**src/rtl/refresh_pkg.sv**
```systemverilog
package refresh_pkg;

  typedef enum logic [1:0] {
    URG_NONE      = 2'd0,
    URG_OPPORTUNE = 2'd1,
    URG_HIGH      = 2'd2,
    URG_MUST      = 2'd3
  } urgency_e;

  // Strobes from control to datapath; never both high.
  typedef struct packed {
    logic bump;   // add one owed refresh
    logic drain;  // remove one owed refresh
  } blStrobe_t;

endpackage

```
**src/rtl/refresh_dp.sv**
```systemverilog
module refresh_dp
  import refresh_pkg::*;
#(
  parameter int INTERVAL_W  = 16,
  parameter int BACKLOG_MAX = 8,
  parameter int BL_W        = $clog2(BACKLOG_MAX + 1)
) (
  input  logic                  clk,
  input  logic                  rst_n,
  input  logic [INTERVAL_W-1:0] intervalCfg,
  input  blStrobe_t             strobe,
  output logic                  enabled,
  output logic                  intervalTick,
  output logic [BL_W-1:0]       backlogQ,
  output logic [BL_W-1:0]       backlogD,
  output logic                  overflowErr
);

  localparam logic [BL_W-1:0]       MAX_V = BL_W'(BACKLOG_MAX);
  localparam logic [INTERVAL_W-1:0] ONE_I = INTERVAL_W'(1);

  logic [INTERVAL_W-1:0] countQ;
  logic                  errQ;

  assign enabled      = |intervalCfg;
  assign intervalTick = enabled && (countQ == ONE_I);

  // Down-counter: 0 means unloaded, 1 means expiring this cycle.
  always_ff @(posedge clk or negedge rst_n) begin
    if (!rst_n) begin
      countQ <= '0;
    end else if (!enabled) begin
      countQ <= '0;
    end else if (countQ <= ONE_I) begin
      countQ <= intervalCfg;
    end else begin
      countQ <= countQ - ONE_I;
    end
  end

  always_comb begin
    backlogD = backlogQ;
    if (strobe.bump) begin
      if (backlogQ != MAX_V) backlogD = backlogQ + 1'b1;
    end else if (strobe.drain) begin
      backlogD = backlogQ - 1'b1;
    end
  end

  always_ff @(posedge clk or negedge rst_n) begin
    if (!rst_n) begin
      backlogQ <= '0;
      errQ     <= 1'b0;
    end else begin
      backlogQ <= backlogD;
      errQ     <= errQ | (backlogD == MAX_V);
    end
  end

  assign overflowErr = errQ;

endmodule

```
**src/rtl/refresh_ctrl.sv**
```systemverilog
module refresh_ctrl
  import refresh_pkg::*;
#(
  parameter int BACKLOG_MAX   = 8,
  parameter int HIGH_LEVEL    = 4,
  parameter int MUST_LEVEL    = 7,
  parameter int RELEASE_LEVEL = 2,
  parameter int BL_W          = $clog2(BACKLOG_MAX + 1)
) (
  input  logic            clk,
  input  logic            rst_n,
  input  logic            enabled,
  input  logic            intervalTick,
  input  logic            busIdle,
  input  logic            refreshAck,
  input  logic [BL_W-1:0] backlogQ,
  input  logic [BL_W-1:0] backlogD,
  output blStrobe_t       strobe,
  output urgency_e        urgState,
  output logic            refreshReq
);

  localparam logic [BL_W-1:0] HIGH_V = BL_W'(HIGH_LEVEL);
  localparam logic [BL_W-1:0] MUST_V = BL_W'(MUST_LEVEL);
  localparam logic [BL_W-1:0] REL_V  = BL_W'(RELEASE_LEVEL);

  logic mustQ;
  logic mustD;
  logic owed;

  assign owed = (backlogQ != '0);

  // An expiry and an accept in one cycle cancel each other.
  always_comb begin
    strobe.bump  = intervalTick & ~refreshAck;
    strobe.drain = refreshAck & ~intervalTick & owed;
  end

  // Forced state with hysteresis, tracked against the next backlog.
  always_comb begin
    if (backlogD >= MUST_V)      mustD = 1'b1;
    else if (backlogD <= REL_V)  mustD = 1'b0;
    else                         mustD = mustQ;
  end

  always_ff @(posedge clk or negedge rst_n) begin
    if (!rst_n) mustQ <= 1'b0;
    else        mustQ <= mustD;
  end

  always_comb begin
    if (mustQ)                   urgState = URG_MUST;
    else if (backlogQ >= HIGH_V) urgState = URG_HIGH;
    else if (owed)               urgState = URG_OPPORTUNE;
    else                         urgState = URG_NONE;
  end

  assign refreshReq = enabled && (mustQ || (owed && busIdle));

endmodule

```
**src/rtl/refresh_sched.sv**
```systemverilog
module refresh_sched
  import refresh_pkg::*;
#(
  parameter int INTERVAL_W    = 16,
  parameter int BACKLOG_MAX   = 8,
  parameter int HIGH_LEVEL    = 4,
  parameter int MUST_LEVEL    = 7,
  parameter int RELEASE_LEVEL = 2,
  localparam int BL_W         = $clog2(BACKLOG_MAX + 1)
) (
  input  logic                  clk,
  input  logic                  rst_n,
  input  logic [INTERVAL_W-1:0] intervalCfg,
  input  logic                  busIdle,
  input  logic                  refreshAck,
  output logic                  refreshReq,
  output logic [1:0]            urgency,
  output logic [BL_W-1:0]       backlogCount,
  output logic                  overflowErr
);

  blStrobe_t       strobe;
  urgency_e        urgState;
  logic            enabled;
  logic            intervalTick;
  logic [BL_W-1:0] backlogQ;
  logic [BL_W-1:0] backlogD;

  refresh_dp #(
    .INTERVAL_W (INTERVAL_W),
    .BACKLOG_MAX(BACKLOG_MAX),
    .BL_W       (BL_W)
  ) uDp (
    .clk         (clk),
    .rst_n       (rst_n),
    .intervalCfg (intervalCfg),
    .strobe      (strobe),
    .enabled     (enabled),
    .intervalTick(intervalTick),
    .backlogQ    (backlogQ),
    .backlogD    (backlogD),
    .overflowErr (overflowErr)
  );

  refresh_ctrl #(
    .BACKLOG_MAX  (BACKLOG_MAX),
    .HIGH_LEVEL   (HIGH_LEVEL),
    .MUST_LEVEL   (MUST_LEVEL),
    .RELEASE_LEVEL(RELEASE_LEVEL),
    .BL_W         (BL_W)
  ) uCtrl (
    .clk         (clk),
    .rst_n       (rst_n),
    .enabled     (enabled),
    .intervalTick(intervalTick),
    .busIdle     (busIdle),
    .refreshAck  (refreshAck),
    .backlogQ    (backlogQ),
    .backlogD    (backlogD),
    .strobe      (strobe),
    .urgState    (urgState),
    .refreshReq  (refreshReq)
  );

  assign urgency      = urgState;
  assign backlogCount = backlogQ;

endmodule

```
**config.mk**
```make
export PLATFORM = sky130hd
export DESIGN_NAME = refresh_sched
export DESIGN_NICKNAME = d
export VERILOG_FILES = /design/src/rtl/refresh_pkg.sv /design/src/rtl/refresh_dp.sv /design/src/rtl/refresh_ctrl.sv /design/src/rtl/refresh_sched.sv
export SDC_FILE = /design/constraint.sdc
export NUM_CORES = 1
export LEC_CHECK = 0
export BUFFER_PORTS_ARGS = -buffer_cell sky130_fd_sc_hd__buf_2
export CORE_ASPECT_RATIO = 1.75
export CORE_MARGIN = 1.5
export CORE_UTILIZATION = 45
export CTS_BUF_LIST = sky130_fd_sc_hd__clkbuf_4 sky130_fd_sc_hd__clkbuf_8
export DETAILED_ROUTE_END_ITERATION = 12
export GPL_ROUTABILITY_DRIVEN = 0
export PLACE_DENSITY = 0.77
export SYNTH_ARGS = -nofsm -noshare
export SYNTH_HDL_FRONTEND = slang
export SYNTH_HIERARCHICAL = 1
export SYNTH_SLANG_ARGS = --single-unit
```
**constraint.sdc**
```tcl
create_clock -name clk -period 2.85 [get_ports clk]
set_clock_uncertainty 0.1 [all_clocks]
set_input_delay 0.57 -clock clk [delete_from_list [all_inputs] [get_ports clk]]
set_output_delay 0.57 -clock clk [all_outputs]
set_load 0.005 [all_outputs]
```
# Word level (Yosys, flattened, before mapping)

Cells that the tools add are included.

Register bits: 22
Input bits: 20
Word-level logic and storage cells: 37

Add/sub/neg operators: 3
$lt $le $gt $ge: 4
Eq/ne operators: 3
Muxes and demuxes: 10
Bitwise gates (word level): 6
Reductions and logical operators: 7

Operator list:

| cell                                                                                 | number |
|---|---|
| 16-bit two-way mux                                                                   | 2 |
| 16-bit by 1-bit == test with 1-bit output (second input constant)                    | 1 |
| 16-bit by 1-bit <= comparator with 1-bit output (second input constant)              | 1 |
| 16-bit OR reduction                                                                  | 1 |
| 16-bit by 1-bit subtractor with 16-bit output (second input constant)                | 1 |
| 4-bit two-way mux                                                                    | 3 |
| 4-bit by 3-bit greater-or-equal comparator with 1-bit output (second input constant) | 2 |
| 4-bit by 1-bit adder with 4-bit output (second input constant)                       | 1 |
| 4-bit == test (second input constant)                                                | 1 |
| 4-bit by 2-bit <= comparator with 1-bit output (second input constant)               | 1 |
| 2-bit two-way mux                                                                    | 2 |
| 4-bit inequality test (second input constant)                                        | 1 |
| 4-bit nonzero test                                                                   | 1 |
| 4-bit by 1-bit subtractor with 4-bit output (second input constant)                  | 1 |
| 1-bit AND                                                                            | 3 |
| 1-bit logical AND                                                                    | 3 |
| 1-bit two-way mux                                                                    | 3 |
| 1-bit inverter                                                                       | 2 |
| 2-bit nonzero test                                                                   | 1 |
| 1-bit logical OR                                                                     | 1 |
| 1-bit OR                                                                             | 1 |

# Logic depth before layout (Yosys ltp)

Gate-level depths: netlist of run 1.

Depth after elaboration: 10
Mapped depth: 11

# Modules after synthesis

Netlist of run 1, hierarchy kept.

By module, submodules not included:

| module       | instances | cells an instance | area each (sq um) | sequential area each (sq um) |
|---|---|---|---|---|
| refresh_dp   | 1         | 136               | 1,296.2           | 525.5 |
| refresh_ctrl | 1         | 14                | 103.8             | 25.0 |

# Worst setup path before layout of run 1

Ideal clock, no wire load.

Path type: register -> register
Start: register uDp.countQ[4]
End: register uDp.errQ, in the netlist uDp/overflowErr
Arrival time: 2,727 ps
Slack: -87 ps
Stages on the path, launching flop included: 11
Period minus slack after synthesis: 2,937 ps
Path through: dfrtp_1 clkbuf_1 nor4_1 nand2_1 clkbuf_1 nor3_1 nor2b_1 nor2_1 a41oi_1 xnor2_1 o41ai_1

RTL lines:

| item                     | RTL line         | text |
|---|---|---|
| start: declaration       | refresh_dp.sv:22 | `logic [INTERVAL_W-1:0] countQ;` |
| start signal: assignment | refresh_dp.sv:35 | `countQ <= intervalCfg;` |
| start signal: assignment | refresh_dp.sv:37 | `countQ <= countQ - ONE_I;` |
| end signal: assignment   | refresh_dp.sv:56 | `errQ <= errQ \| (backlogD == MAX_V);` |
| end: declaration         | refresh_dp.sv:23 | `logic errQ;` |

==> results of run 1 <==
-- flip-flops by register name (all words and copies together), names as in the netlist --
name,count
uCtrl/mustQ,1
uDp/countQ,16
uDp/backlogQ,4
uDp/overflowErr,1
-- how the worst max path moves through the flow --
| stage | startpoint | end | slack, ns |
|---|---|---|---|
| 2_1_floorplan | uDp/countQ[12] | uDp/overflowErr | 0.06 |
| 3_3_place_gp | uDp/countQ[13] | uDp/overflowErr | 0.08 |
| 3_5_place_dp | uDp/countQ[13] | uDp/overflowErr | -0.07 |
| 4_1_cts | uDp/countQ[13] | uDp/overflowErr | 0.02 |
| 5_1_grt | uDp/countQ[12] | uCtrl/mustQ | -0.02 |
| 6_report | uDp/countQ[12] | uCtrl/mustQ | 0.12 |
-- routing by layer --
metal / vias up / share of wire / track usage
li1: 650 / - / -
met1: 659 / 0.37 / 0.2644
met2: 49 / 0.56 / 0.4271
met3: 11 / 0.038 / 0.02588
met4: 0 / 0.027 / 0.07353
met5: - / 0 / 0
-- layout by cell type (no fill, tap or decap), types with 2 or more instances in the layout --
cell type / n
a211oi_1: 4
a21oi_1: 7
a311oi_1: 2
a31oi_1: 4
buf_2: 27
buf_4: 14
clkbuf_8: 3
dfrtp_1: 22
ha_1: 4
inv_1: 9
nand2_1: 7
nand3_1: 3
nand4_1: 3
nor2_1: 7
nor3_1: 8
nor4_1: 6
nor4_2: 2
o21ai_0: 2
o21ai_1: 2
o31ai_1: 11
o41ai_1: 2
o41ai_2: 2
or3_1: 3
xnor2_1: 5
xor2_1: 5
-- cell families after synthesis --
| family | Yosys count |
|---|---|
| and+or+nand+nor | 54 |
| AOI/OAI and AO/OA | 42 |
| DFF | 22 |
| buffers and inverters | 17 |
| xor gates and xnor gates | 11 |
| adders and majority gates | 4 |
-- power by group through the flow --
| stage | logic, uW | registers [uW] | clock network, uW |
|---|---|---|---|
| 2_1_floorplan | 348 | 558 | 0 |
| 3_3_place_gp | 480 | 582 | 0 |
| 3_5_place_dp | 509 | 596 | 0 |
| 4_1_cts | 523 | 590 | 293 |
| 5_1_grt | 635 | 625 | 305 |
| 6_report | 576 | 596 | 289 |
-- worst max-delay path, stage by stage (launching register included) --
cell and delay [ns]:
dfrtp_1 0.40, or3_4 0.40, or4b_4 0.53, nor3_4 0.14
nor2b_4 0.23, and2_4 0.17, a21boi_1 0.15, o31a_1 0.25
a31oi_1 0.12, o21bai_1 0.16
-- repair_timing --
| item | in CTS | in global routing |
|---|---|---|
| buffers inserted | 1 | 4 |
| resized for setup | 4 | 8 |
| pin swaps | 4 | 6 |
| setup endpoints to repair | 2 | 2 |
| hold endpoints to repair | 0 | 0 |
-- metrics by stage --
| stage | cell area (um^2) | utilization | hold slack, ns |
|---|---|---|---|
| 3_3_place_gp | 1603 | 0.5474 | 0.3409 |
| 4_1_cts | 1698 | 0.5799 | 0.1838 |
| 3_5_place_dp | 1603 | 0.5474 | 0.3802 |
| 2_1_floorplan | 1406 | - | 0.1744 |
| 6_report | 1757 | 0.6000 | 0.1637 |
| 5_1_grt | 1757 | 0.6000 | 0.2092 |
-- area by class of cell --
cell class | instances | area (um^2) | area share
multi-input combinational | 111 | 822.0 | 0.4679
timing repair buffer | 41 | 240.2 | 0.1368
inverter | 10 | 37.54 | 0.02137
tap | 28 | 35.03 | 0.01994
clock buffer | 3 | 41.29 | 0.02350
clock inverter | 1 | 30.03 | 0.01709
sequential | 22 | 550.5 | 0.3134
==> impl_metrics.yaml, run 1 <==
timing:
  slew_headroom: 0.6017
  rsz0062_at_grt: "yes"
  max_freq_mhz: 366.0
  setup_viol: 0
  period_needed_ns: 2.732
  worst_slew_pin_slew_ns: 0.5920
  worst_slack_ns: 0.1179
  fin_crit_sh: 0.9586
  maxSlewViolCount: 0
  finalSetupTns_ns: 0
  hold_viol: 0
setup_path:
  reg2regPathDepth: 9
  required_ns: 2.93
  critPathMaxFanout: 7
  critPathLaunchType: "flip-flop"
  reg2reg_to: "uCtrl/mustQ"
  end_kind: "flip-flop"
  worstPathArrival_ns: 2.81
  rrSetupSlack_ns: 0.12
  path_class: "flip-flop to flip-flop"
  rr_startpoint: "uDp/countQ[12]"
layout:
  final_nets: 213
  nFillCells: 252
  diodes: 0
  area_delta_synth_final_pct: 25.47
  drive_gt1_frac: 0.3138
  layout.cells.non_filler: 216
job:
  maxCapViolCount: 0
clocking:
  cts_hold_buf: 0
  insertion_delay_ns: 0.26
  clkTransAtPathRegs_ns: 0.08
  cts_buffers: 3
  cts_tree: "built"
  root_buffer: "clkbuf_8"
  cts_buffer_depth: 2
  htreeDepth: 1
  clock-sinks: 22
synthesis:
  synth-simple-area-share: 0.2279
  ys_top_cells_by_area: "dfrtp_1, o31ai_1, xnor2_1"
  synth_top_family_by_area: "simple AND/OR/NAND/NOR gates"
  synth_adder_area_share: 0.03575
  synth_area_per_cell_um2: 9.334
  synth_xor_xnor_area_share: 0.06881
  synth_top_cell_area_share: 0.3932
  ys.flop_type: "dfrtp_1"
  synth-compound-area-share: 0.2127
  ys_ff_latch: 22
  synth_most_common_cell: "dfrtp_1"
  synth_nets: 174
  async_flop_share: 1.000
  synth-edff-count: 0
  synthCells: 150
  netlist_area_um2: 1400
  synth_common_cells: "dfrtp_1, o31ai_1, inv_1, nor3_1"
  synthMuxAreaShare: 0
  yosysWarnings: 6
  synth_cell_type_count: 43
  ys_seq_area_frac: 0.3932
  synth_top_area_cell: "dfrtp_1"
global_route:
  grt_pass1_wl_um: 6147
  antenna_found_initial: 0
  grt_pass1_vias: 1333
  grtUsageTotal: 0.2337
  overflow: 0
  grt_max_degree: 23
floorplan:
  rows: 26
  dieArea_um2: 3468
  fp.coreArea_um2: 2928
  start_util: 0.4782
  io_pins: 28
  die_w_um: 45.17
  die_height_um: 76.79
pwr:
  switchingPower_uw: 562.1
  p_clk_frac: 0.198
  seq_power_share: 0.408
  powerDensity_nw_per_um2: 832.1
  intPower_uw: 899.6
  vdd_drop_max_v: 0.0004937
  combPwrFrac: 0.394
  p_leak_uw: 0.0007293
  power_uw: 1462
  switching_share: 0.3845
place:
  place_ws_ns: -0.07359
  dpl.hpwl_um: 2740
  io_buffers: 27
  dp.cells: 208
detailed_routing:
  wirelength_um: 3653
  routed_via_density: 6.338
  drt_iter0_markers: 57
  vias: 1369
  drc: 0
  firstDrtPassIters: 5
  antenna_left: 0
  wl_per_cell_um: 16.91
outcome:
  outcome: "complete, no violations"
min_path:
  min_path_type: "input port to async pin"
(Power assumes the default switching activity.)
==> run 2, diff against run 1 <==
- CORE_ASPECT_RATIO: 1.75 -> unset
- SKIP_LAST_GASP: unset -> 1
==> impl_metrics.yaml, run 2 (synthesized netlist as in run 1, its figures left out) <==
detailed_routing:
  routed_via_density: 6.127
  firstDrtPassIters: 4
  wirelength_um: 3524
  drt_iter0_markers: 86
  antenna_left: 0
  wl_per_cell_um: 16.02
  vias: 1348
  drc: 0
layout:
  layout_commonest_cell: "buf_2"
  drive_gt1_frac: 0.2888
  largest_reg_flops: 16
  largest-register: "uDp/countQ"
  area_delta_synth_final_pct: 22.43
  seqCellArea_um2: 550.5
  final_area_um2: 1714
  nFillCells: 266
  final_nets: 212
  diodes: 0
  final_cell_mix: "buf_2, dfrtp_1, buf_4"
  top_regs: "uDp/countQ (16), uDp/backlogQ (4)"
  multi_input_area_um2: 799.5
setup_path:
  critPathMaxFanout: 7
  end_kind: "flip-flop"
  worst-path-buf-inv: 0
  required_ns: 2.99
  timing.critical_path.cells: "or3_4 > or4b_4 > nor3_4 > nor2b_4 > and3b_1 > o31a_1 > o41ai_2"
  slowest_stage: "or4b_4"
  max_stage_delay_ns: 0.50
  crit_family: "simple AND/OR/NAND/NOR gates"
  worstPathArrival_ns: 2.90
  critPathLaunchType: "flip-flop"
  path_class: "flip-flop to flip-flop"
min_path:
  min_path_type: "input port to async pin"
global_route:
  overflow: 0
  grtUsageTotal: 0.2190
  grt_pass1_vias: 1304
  grt_max_degree: 23
  grt_pass1_wl_um: 5789
  antenna_found_initial: 0
pwr:
  powerDensity_nw_per_um2: 799.8
  p_leak_uw: 0.0007010
  power_uw: 1371
  vdd_drop_max_v: 0.0004777
timing:
  max_freq_mhz: 362.0
  rsz0062_at_grt: "yes"
  period_needed_ns: 2.763
  worst_slew_pin_slew_ns: 0.5954
  maxSlewViolCount: 0
  slew_headroom: 0.6031
  hold_viol: 0
  fin_crit_sh: 0.9694
  setup_viol: 0
clocking:
  clock-sinks: 22
  htreeDepth: 1
  root_buffer: "clkbuf_4"
  clkTransAtPathRegs_ns: 0.13
  cts_buffer_depth: 2
  insertion_delay_ns: 0.32
  cts_tree: "built"
  cts_hold_buf: 0
  cts_buffers: 3
floorplan:
  fp.coreArea_um2: 3003
  dieArea_um2: 3455
  die_height_um: 58.78
  io_pins: 28
  rows: 20
  start_util: 0.4663
  die_w_um: 58.78
outcome:
  outcome: "complete, no violations"
place:
  io_buffers: 27
  dpl.hpwl_um: 2643
  placed_cell_area_um2: 1617
job:
  maxCapViolCount: 0
run 2: cell types whose count changed in the layout (fill, tap and decap cells not counted):
cell,previous run,this run
xnor2_2,1,0
o41ai_2,2,1
o41ai_1,2,3
nor3b_2,1,0
buf_4,14,13
clkbuf_8,3,0
xnor2_1,5,6
clkbuf_4,0,3
nor3b_1,1,2
and2_1,0,1
and2_4,1,0
run 2: worst paths after layout:
| kind | from | to | slack [ns] | depth (start not counted) |
|---|---|---|---|---|
| min in group clk | uDp/overflowErr | uDp/overflowErr | 0.39 | 2 |
| max reg2reg | uDp/countQ[12] | uDp/overflowErr | 0.09 | 7 |
| max | uDp/countQ[12] | uDp/overflowErr | 0.09 | 7 |
| max in group asynchronous | rst_n | uDp/countQ[3] | 2.23 | 1 |
| min reg2reg | uDp/overflowErr | uDp/overflowErr | 0.39 | 2 |
| min | rst_n | uDp/countQ[6] | 0.09 | 1 |
run 2: area by class of cell:
type,count,area share
Multi-Input combinational cell,111,0.4664
Sequential cell,22,0.3212
Timing Repair Buffer,40,0.1358
Tap cell,33,0.02409
Inverter,10,0.02190
Clock inverter,1,0.01752
Clock buffer,3,0.01314
run 2: repair_timing:
action / 4_1_cts / 5_1_grt
gates resized for setup: 3 / 5
buffers inserted: 0 / 2
setup endpoints to repair: 2 / 2
pin swaps: 0 / 5
run 2: metal layers:
metal | up-vias | share of wire | track usage
met4 | 0 | 0.020 | 0.1071
li1 | 645 | - | -
met2 | 40 | 0.50 | 0.3714
met3 | 7 | 0.042 | 0.02857
met1 | 656 | 0.44 | 0.2730
met5 | - | 0 | 0
run 2: metrics by stage:
stage	setup WS (ns)	utilization	instances	setup TNS [ns]	hold slack, ns
floorplan	0.06088	-	150	0	0.1744
global placement	0.003650	0.5383	214	0	0.3428
detailed placement	-0.1613	0.5383	214	-0.3150	0.3684
CTS	0.01242	0.5600	218	0	0.09976
global route	-0.04948	0.5708	220	-0.05900	0.1180
finish	0.08733	0.5708	220	0	0.08841
run 2: power by group:
group | leakage [uW] | switching, uW | total, uW | internal [uW]
Sequential | 0.000253 | 163 | 589 | 425
Combinational | 0.000420 | 271 | 535 | 264
Clock | 0.0000279 | 105 | 247 | 142
